`src/rtl/gpio_bank_pkg.sv`:
```
package gpio_bank_pkg;

    // Register kind, taken from the upper index bits.
    typedef enum logic [1:0] {
        KIND_IN  = 2'd0,
        KIND_OUT = 2'd1,
        KIND_POL = 2'd2,
        KIND_CFG = 2'd3
    } reg_kind_e;

endpackage

```
`src/rtl/gpio_port.sv`:
```
module gpio_port
    import gpio_bank_pkg::*;
#(
    parameter int W = 8
) (
    input  logic         clk,
    input  logic         rst_n,
    input  logic         wr_hit,
    input  logic         rd_hit,
    input  reg_kind_e    kind,
    input  logic [W-1:0] wdata,
    input  logic [W-1:0] pin_in,
    output logic [W-1:0] out_val,
    output logic [W-1:0] pol_val,
    output logic [W-1:0] cfg_val,
    output logic [W-1:0] pin_out,
    output logic [W-1:0] pin_oe,
    output logic [W-1:0] diff
);

    typedef struct packed {
        logic [W-1:0] in_r;
        logic [W-1:0] out_r;
        logic [W-1:0] pol_r;
        logic [W-1:0] cfg_r;
    } port_state_t;

    port_state_t s_d, s_q;
    logic        cap;

    always_comb begin
        s_d = s_q;
        cap = rd_hit && (kind == KIND_IN);
        if (cap) begin
            s_d.in_r = pin_in;
        end
        if (wr_hit) begin
            case (kind)
                KIND_OUT: s_d.out_r = wdata;
                KIND_POL: s_d.pol_r = wdata;
                KIND_CFG: s_d.cfg_r = wdata;
                default:  ;
            endcase
        end
    end

    always_ff @(posedge clk) begin
        if (!rst_n) begin
            s_q.in_r  <= '1;
            s_q.out_r <= '1;
            s_q.pol_r <= '0;
            s_q.cfg_r <= '1;
        end else begin
            s_q <= s_d;
        end
    end

    assign out_val = s_q.out_r;
    assign pol_val = s_q.pol_r;
    assign cfg_val = s_q.cfg_r;
    assign pin_out = s_q.out_r;
    assign pin_oe  = ~s_q.cfg_r;
    assign diff    = (pin_in ^ s_q.in_r) & s_q.cfg_r;

    assert_wr_input_ignored_R6: assert property (@(posedge clk) disable iff (!rst_n)
        (wr_hit && kind == KIND_IN && !rd_hit) |=> $stable(s_q.in_r));

    assert_cfg_write_R2: assert property (@(posedge clk) disable iff (!rst_n)
        (wr_hit && kind == KIND_CFG) |=> (s_q.cfg_r == $past(wdata)));

    assert_capture_R8: assert property (@(posedge clk) disable iff (!rst_n)
        (rd_hit && kind == KIND_IN) |=> (s_q.in_r == $past(pin_in)));

endmodule

```
`src/rtl/gpio_rd_mux.sv`:
```
module gpio_rd_mux
    import gpio_bank_pkg::*;
#(
    parameter int W     = 8,
    parameter int PORTS = 2,
    localparam int SEL_W = $clog2(PORTS)
) (
    input  reg_kind_e                  kind,
    input  logic [SEL_W-1:0]           port_sel,
    input  logic [PORTS-1:0][W-1:0]    pins,
    input  logic [PORTS-1:0][W-1:0]    outs,
    input  logic [PORTS-1:0][W-1:0]    pols,
    input  logic [PORTS-1:0][W-1:0]    cfgs,
    output logic [W-1:0]               rd_val
);

    always_comb begin
        rd_val = '0;
        case (kind)
            KIND_IN:  rd_val = pins[port_sel] ^ pols[port_sel];
            KIND_OUT: rd_val = outs[port_sel];
            KIND_POL: rd_val = pols[port_sel];
            KIND_CFG: rd_val = cfgs[port_sel];
            default:  rd_val = '0;
        endcase
    end

endmodule

```
`src/rtl/gpio_irq.sv`:
```
module gpio_irq #(
    parameter int W     = 8,
    parameter int PORTS = 2
) (
    input  logic [PORTS-1:0][W-1:0] diff,
    output logic                    irq_n
);

    logic [PORTS-1:0] port_pend;

    for (genvar p = 0; p < PORTS; p++) begin : g_pend
        assign port_pend[p] = |diff[p];
    end

    assign irq_n = ~(|port_pend);

endmodule

```
`src/rtl/gpio_bank.sv`:
```
module gpio_bank
    import gpio_bank_pkg::*;
#(
    parameter int  PORT_W = 8,
    parameter int  PORTS  = 2,
    localparam int SEL_W  = $clog2(PORTS),
    localparam int IDX_W  = SEL_W + 2,
    localparam int PINS   = PORT_W * PORTS
) (
    input  logic              clk,
    input  logic              rst_n,
    input  logic [IDX_W-1:0]  reg_idx,
    input  logic              wr_en,
    input  logic [PORT_W-1:0] wr_data,
    input  logic              rd_en,
    output logic [PORT_W-1:0] rd_data,
    input  logic [PINS-1:0]   pin_in,
    output logic [PINS-1:0]   pin_out,
    output logic [PINS-1:0]   pin_oe,
    output logic              irq_n
);

    typedef struct packed {
        logic [PORT_W-1:0] rdata;
    } top_state_t;

    top_state_t s_d, s_q;

    logic [SEL_W-1:0]               port_sel;
    reg_kind_e                      kind;
    logic [PORTS-1:0][PORT_W-1:0]   pins_a, outs_a, pols_a, cfgs_a, diff_a, pout_a, poe_a;
    logic [PORT_W-1:0]              rd_val;

    assign port_sel = reg_idx[SEL_W-1:0];
    assign kind     = reg_kind_e'(reg_idx[IDX_W-1:SEL_W]);

    for (genvar p = 0; p < PORTS; p++) begin : g_port
        logic wr_hit, rd_hit;
        assign wr_hit    = wr_en && (port_sel == SEL_W'(p));
        assign rd_hit    = rd_en && (port_sel == SEL_W'(p));
        assign pins_a[p] = pin_in[p*PORT_W +: PORT_W];

        gpio_port #(.W(PORT_W)) u_port (
            .clk     (clk),
            .rst_n   (rst_n),
            .wr_hit  (wr_hit),
            .rd_hit  (rd_hit),
            .kind    (kind),
            .wdata   (wr_data),
            .pin_in  (pins_a[p]),
            .out_val (outs_a[p]),
            .pol_val (pols_a[p]),
            .cfg_val (cfgs_a[p]),
            .pin_out (pout_a[p]),
            .pin_oe  (poe_a[p]),
            .diff    (diff_a[p])
        );

        assign pin_out[p*PORT_W +: PORT_W] = pout_a[p];
        assign pin_oe[p*PORT_W +: PORT_W]  = poe_a[p];
    end

    gpio_rd_mux #(.W(PORT_W), .PORTS(PORTS)) u_mux (
        .kind     (kind),
        .port_sel (port_sel),
        .pins     (pins_a),
        .outs     (outs_a),
        .pols     (pols_a),
        .cfgs     (cfgs_a),
        .rd_val   (rd_val)
    );

    gpio_irq #(.W(PORT_W), .PORTS(PORTS)) u_irq (
        .diff  (diff_a),
        .irq_n (irq_n)
    );

    always_comb begin
        s_d = s_q;
        if (rd_en) begin
            s_d.rdata = rd_val;
        end
    end

    always_ff @(posedge clk) begin
        if (!rst_n) begin
            s_q.rdata <= '0;
        end else begin
            s_q <= s_d;
        end
    end

    assign rd_data = s_q.rdata;

    assert_rd_hold_R10: assert property (@(posedge clk) disable iff (!rst_n)
        !rd_en |=> $stable(rd_data));

    assert_out_pins_quiet_R9: assert property (@(posedge clk) disable iff (!rst_n)
        (pin_oe == '1) |-> irq_n);

endmodule

```
`config.mk`:
```
export PLATFORM = sky130hd
export DESIGN_NAME = gpio_bank
export DESIGN_NICKNAME = d
export VERILOG_FILES = /design/src/rtl/gpio_bank_pkg.sv /design/src/rtl/gpio_port.sv /design/src/rtl/gpio_rd_mux.sv /design/src/rtl/gpio_irq.sv /design/src/rtl/gpio_bank.sv
export SDC_FILE = /design/constraint.sdc
export NUM_CORES = 1
export LEC_CHECK = 0
export CAP_MARGIN = 20
export CORE_UTILIZATION = 40
export CTS_CLUSTER_DIAMETER = 80
export DETAILED_ROUTE_END_ITERATION = 10
export HOLD_SLACK_MARGIN = 0.03
export PLACE_DENSITY = 0.64
export SYNTH_ARGS = -nofsm -noshare
export SYNTH_HDL_FRONTEND = slang
export SYNTH_HIERARCHICAL = 1
export SYNTH_SLANG_ARGS = --single-unit
```
`constraint.sdc`:
```
create_clock -name clk -period 2.04 [get_ports clk]
set_clock_uncertainty 0.2 [all_clocks]
set_input_delay 0.51 -clock clk [delete_from_list [all_inputs] [get_ports clk]]
set_output_delay 0.51 -clock clk [all_outputs]
set_load 0.01 [all_outputs]
```
==> Word level (Yosys, flattened, before mapping) <==
Index checks and enable logic that the tools add are counted.
{ "totals": {"latchBits": 0, "in_bits": 31, "wordCells": 45, "output_inout_bits": 41, "ram_bits": 0, "ff_bits": 72, "mem_bits_ro": 0, "mem_count": 0} }
{ "op_classes": {"mux": 9, "div": 0, "eq_ne": 3, "n_reduce_logical": 14, "n_bitwise": 9, "n_addsub": 0, "n_shift": 0, "multipliers": 0, "magnitude_cmp": 1} }
{ "op_table": {"columns": ["operator", "count"], "rows": [
  ["$mux 8", 8],
  ["$pmux 8 s4", 1],
  ["$xor 8x8->8", 3],
  ["$and 8x8->8", 2],
  ["$not 8->8", 2],
  ["$reduce_or 16->1", 1],
  ["$reduce_and 2->1", 6],
  ["$logic_and 1x1->1", 6],
  ["$eq 2x2->1 const B", 2],
  ["$eq 2x1->1 const B", 1],
  ["$logic_not 2->1", 1],
  ["$lt 1x2->1 const B", 1],
  ["$not 1->1", 2]
]} }

==> Logic depth before layout (Yosys ltp) <==
{ "logic_depth": {"ltp_word": 4, "mapped_depth": 8, "depth_no_buf": 5} }

==> Cells and area by module <==
The synthesis kept the hierarchy.
{ "modules_own_cells": {"columns": ["mod", "area_per_inst_um2", "instances", "cells_each", "seq_area_each_um2"], "rows": [
  ["gpio_port", 1750.4, 2, 193, 640.6],
  ["gpio_rd_mux", 723.2, 1, 81, 0.0],
  ["gpio_bank", 326.6, 1, 29, 160.2],
  ["gpio_irq", 33.8, 1, 5, 0.0]
]} }

==> Worst setup path after synthesis <==
No wires, ideal clock.
{ "synth_path": {"path_type": "input to register", "start": "input reg_idx[0]", "end": "register s_q (netlist bit rd_data[0])", "required_time_ns": 1.724, "path_stages": 6, "slack_ns": 0.109, "arrival_ns": 1.615, "path_buffers": 2, "setup_ns": 0.116, "path_cell_list": "buf_6 > buf_12 > mux4_2 > a22o_1 > mux2i_1 > nor2b_1"} }
{ "synth_via": {"elab_chain_len": 4, "word_cells_on_any_way": 10, "classes_between": "mux (9); bitwise (1)"} }
{ "synth_lines": {"columns": ["element", "line", "text"], "rows": [
  ["start, declared", "gpio_bank.sv:12", "input logic [IDX_W-1:0] reg_idx,"],
  ["$mux 8 (on tied branches) (2 in series)", "gpio_rd_mux.sv:20, gpio_rd_mux.sv:22", null],
  ["$xor 8x8->8", "gpio_rd_mux.sv:20", "KIND_IN: rd_val = pins[port_sel] ^ pols[port_sel];"],
  ["$pmux 8 s4 (*)", "gpio_rd_mux.sv:19", "case (kind)"],
  ["via rd_val[0]", "gpio_bank.sv:32", "logic [PORT_W-1:0] rd_val;"],
  ["end, declared", "gpio_bank.sv:27", "top_state_t s_d, s_q;"]
]} }
Mark *: on every way through the listed nets, which the timed path passes. The rest lies on a longest branch. The select of a mux whose other input is x is not followed.
A chain may end at the register's enable or synchronous reset.

==> run_results.csv <==
group,metric,value,unit
clocking,cts.sink_count,72,
power,switching_share,26.40,%
cells_and_area,drive_gt1_share,23.87,%
power,seq_power_share,39.5,%
setup_path,arrival,1.63,ns
logic_synthesis,yosys_warnings,6,
cells_and_area,nets,600,
sta,final.setup.tns,-0.2982,ns
cells_and_area,syn2layout_area_growth,26.77,%
sta,setup_viol,1,
logic_synthesis,synth_area_leaders,"dfxtp_1 31%, buf_4 12%, mux2i_1 8.7%",
drt,ant_nets,0,
clocking,clk_latency,0.34,ns
floorplan,dieHeight,109.1,µm
drt,drcViolationCount,0,
drt,drt-total-wl,13510,µm
clocking,cts_buffer_depth,2,
status,status,"finished, violations left",
grt,grt-ovfl-total,0,
placed_design,io_buffers,71,
sta,max-slew-margin-rel,68.82,%
sta,worstMarginPinSlew,0.4662,ns
hold_path,hp-class,"reg -> reg",
setup_path,crit_end,"irq_n",
power,ir_worst_vdd,366.9,µV
setup_path,startpoint_type,"flop",
clocking,clkSlewWorstSetupHoldPaths,0.06,ns
floorplan,pin_count,72,
power,powerDensity,650.0,nW/µm²
grt,grt_pass1_wl,20780,µm
sta,rsz0062_at_grt,"true",
power,leakage,2.753,nW
logic_synthesis,yosysTopAreaCell,"dfxtp_1",
grt,antenna_found_initial,0,
drt,post_drt_wl_per_cell,18.90,µm
setup_path,endpoint_kind,"primary output",
clocking,cts_root_buf,"clkbuf_16",
cells_and_area,finalInstanceArea,5812,µm²
grt,grt_pass1_vias,3803,
power,internal_power,2.780,mW
setup_path,worst-path-max-fanout,2,
grt,grt_max_degree,97,
logic_synthesis,synthesis.nets,532,
placed_design,place_area,5453,µm²
sta,setup_ws,-0.2982,ns
placed_design,hpwl,10020,µm
setup_path,cp-startpoint,"g_port[1].u_port/s_q[27]",
setup_path,reg2regPathDepth,5,
clocking,holdBufCountCts,0,
drt,dr.first_iter.drc_count,310,
cells_and_area,fin_util,52.92,%
clocking,cts_tree,"built",
setup_path,path_class,"reg -> out",
power,p_sw,0.9972,mW
clocking,h-tree-depth,3,
sta,max_freq,0.4277,GHz
placed_design,gp_congestion,0.9382,
setup_path,regToRegStartpoint,"g_port[0].u_port/cfg_val[5]",
sta,finalMaxSlewViolations,0,
logic_synthesis,synth-seq-cells,72,
drt,dr.pass1.iters,5,
power,pwr-share-comb,17.6,%
hold_path,min_from,"g_port[0].u_port/pol_val[0]",
logic_synthesis,synth_area_per_cell,9.150,µm²
logic_synthesis,synth_top_area_share,31.44,%
status,violations,"setup timing",
logic_synthesis,seq_area_frac_synth,31.44,%
run,cap_violations,0,
floorplan,die-area,11890,µm²
floorplan,fp-row-count,38,
setup_path,crit_required,1.33,ns
drt,vias,3932,
floorplan,coreArea,10980,µm²
floorplan,start_util,41.74,%
setup_path,cpMaxStageDelayCell,"dfxtp_1",
setup_path,reg2reg_to,"rd_data[5]",
clocking,cts_buffers,9,
cells_and_area,multiInputGateArea,2354,µm²
cells_and_area,seqCellArea,1446,µm²
sta,period_share,114.6,%
grt,grt_usage,23.72,%
sta,period_needed,2.338,ns
power,clockPowerShare,42.8,%
setup_path,critPathMaxStageDelay,0.37,ns
sta,hold_viol,0,
drt,via_per_inst,5.499,
logic_synthesis,synth.distinct_cells,31,
logic_synthesis,netlist_area,4584,µm²
setup_path,path_cells,"xnor2_2 -> nor2_1 -> nor4_2 -> and4_1 -> buf_2",
floorplan,die_w,109.1,µm
logic_synthesis,syn_inst,501,
cells_and_area,fillCellCount,1015,
setup_path,r2r_slack,0.32,ns
-- registers in the layout, indices dropped and copies added, names as in the netlist --
register	cells
g_port.u_port/cfg_val	16
g_port.u_port/s_q	16
g_port.u_port/pol_val	16
g_port.u_port/out_val	16
rd_data	8
-- cells in the mapped netlist --
cell / number
and4_1: 1
nor3b_4: 2
buf_1: 1
a21oi_1: 8
a22o_1: 8
buf_6: 4
clkbuf_1: 5
mux4_1: 3
and3b_1: 20
inv_1: 40
clkbuf_2: 2
nand3b_4: 2
mux2i_1: 40
nand4b_1: 8
o211ai_1: 40
dfxtp_1: 72
nand4bb_1: 16
and3_1: 2
nor2_1: 24
nor4_1: 4
nand2_1: 32
nor2b_1: 26
o32ai_1: 8
o21ai_0: 8
buf_4: 73
buf_2: 12
buf_12: 1
nand4_1: 16
xnor2_1: 16
and2_1: 2
mux4_2: 5
-- worst min-delay path by stage --
stage / end / depth (start not counted)
after floorplan: g_port[0].u_port/pol_val[0] / 2
after global placement: g_port[0].u_port/pol_val[2] / 2
after detailed placement: g_port[0].u_port/pol_val[0] / 2
after CTS: g_port[0].u_port/pol_val[0] / 2
after global routing: g_port[0].u_port/pol_val[5] / 2
final: g_port[0].u_port/pol_val[0] / 2
-- through the flow --
| stage | hold slack [ns] | setup WS, ns | total power, mW | std cells |
|---|---|---|---|---|
| floorplan | 0.2351 | 0.1091 | 1.878 | 501 |
| global placement | 0.2634 | -1.161 | 2.162 | 696 |
| detailed placement | 0.2792 | -1.183 | 2.175 | 696 |
| CTS | 0.2878 | -0.3085 | 3.795 | 714 |
| global route | 0.3040 | -0.3658 | 3.914 | 714 |
| finish | 0.2840 | -0.2982 | 3.778 | 715 |
-- power by group through the flow --
stage / sequential, mW / clock [mW] / combinational, mW
5_1_grt: 1.50 / 1.71 / 0.708
6_report: 1.49 / 1.62 / 0.666
3_3_place_gp: 1.52 / 0 / 0.642
4_1_cts: 1.49 / 1.65 / 0.655
3_5_place_dp: 1.52 / 0 / 0.652
2_1_floorplan: 1.52 / 0 / 0.363
-- kinds of logic after synthesis --
| logic type | synth area share (%) |
|---|---|
| AND/OR/NAND/NOR | 22.57 |
| XOR/XNOR | 3.057 |
| AO/OA/AOI/OAI | 11.35 |
| buffers and inverters | 18.67 |
| flip-flops | 31.44 |
| multiplexers | 12.91 |
-- what timing repair did --
item / CTS / global route
gates resized for setup: 71 / 8
pin swaps: 23 / 6
cloned: 1 / 0
endpoints found under the setup margin: 30 / 8
endpoints found under the hold margin: 0 / 0
buffers inserted: 2 / 0
-- layout by cell type, fill, tap and decap left out, drive strengths merged --
cell	netlist	routed
and3	2	2
nand3b	2	2
dfxtp	72	72
nand4b	8	8
inv	40	40
o21ai	8	8
bufinv	0	1
a22o	8	8
o211ai	40	40
nor2b	26	26
buf	91	93
nand2	32	32
nand4	16	16
clkinv	0	4
mux2i	40	40
nor3b	2	2
nand4bb	16	16
dlygate4sd2	0	23
clkdlybuf4s50	0	32
nor4	4	4
clkdlybuf4s15	0	3
dlymetal6s2s	0	2
xnor2	16	16
mux4	8	8
bufbuf	0	1
a21oi	8	8
o32ai	8	8
clkbuf	7	11
nor2	24	24
diode	0	1
and2	2	2
and4	1	1
and3b	20	20
clkinvlp	0	1
-- layout make-up --
type	instances	area share, %
multi-input cells	291	40.50
repair buffers	155	23.68
clock inverters	6	1.184
clock buffers	10	4.112
flip-flops and latches	72	24.89
well taps	140	3.014
diodes	1	0.04306
inverters	40	2.583
-- metal layers --
layer	vias to the layer above	global-route usage (%)	share of wire, %
met5	-	0	0
met4	0	9.266	3.0
met3	27	4.423	5.8
met2	158	38.36	47
met1	1897	31.07	45
li1	1850	-	-
-- critical path: cells and delay by family, from the launching register on --
family        cells  cell delay [ns]
flops             1             0.37
simple gates      3             0.66
buf+inv           1             0.13
xor+xnor          1             0.13
(Power assumes the default switching activity.)
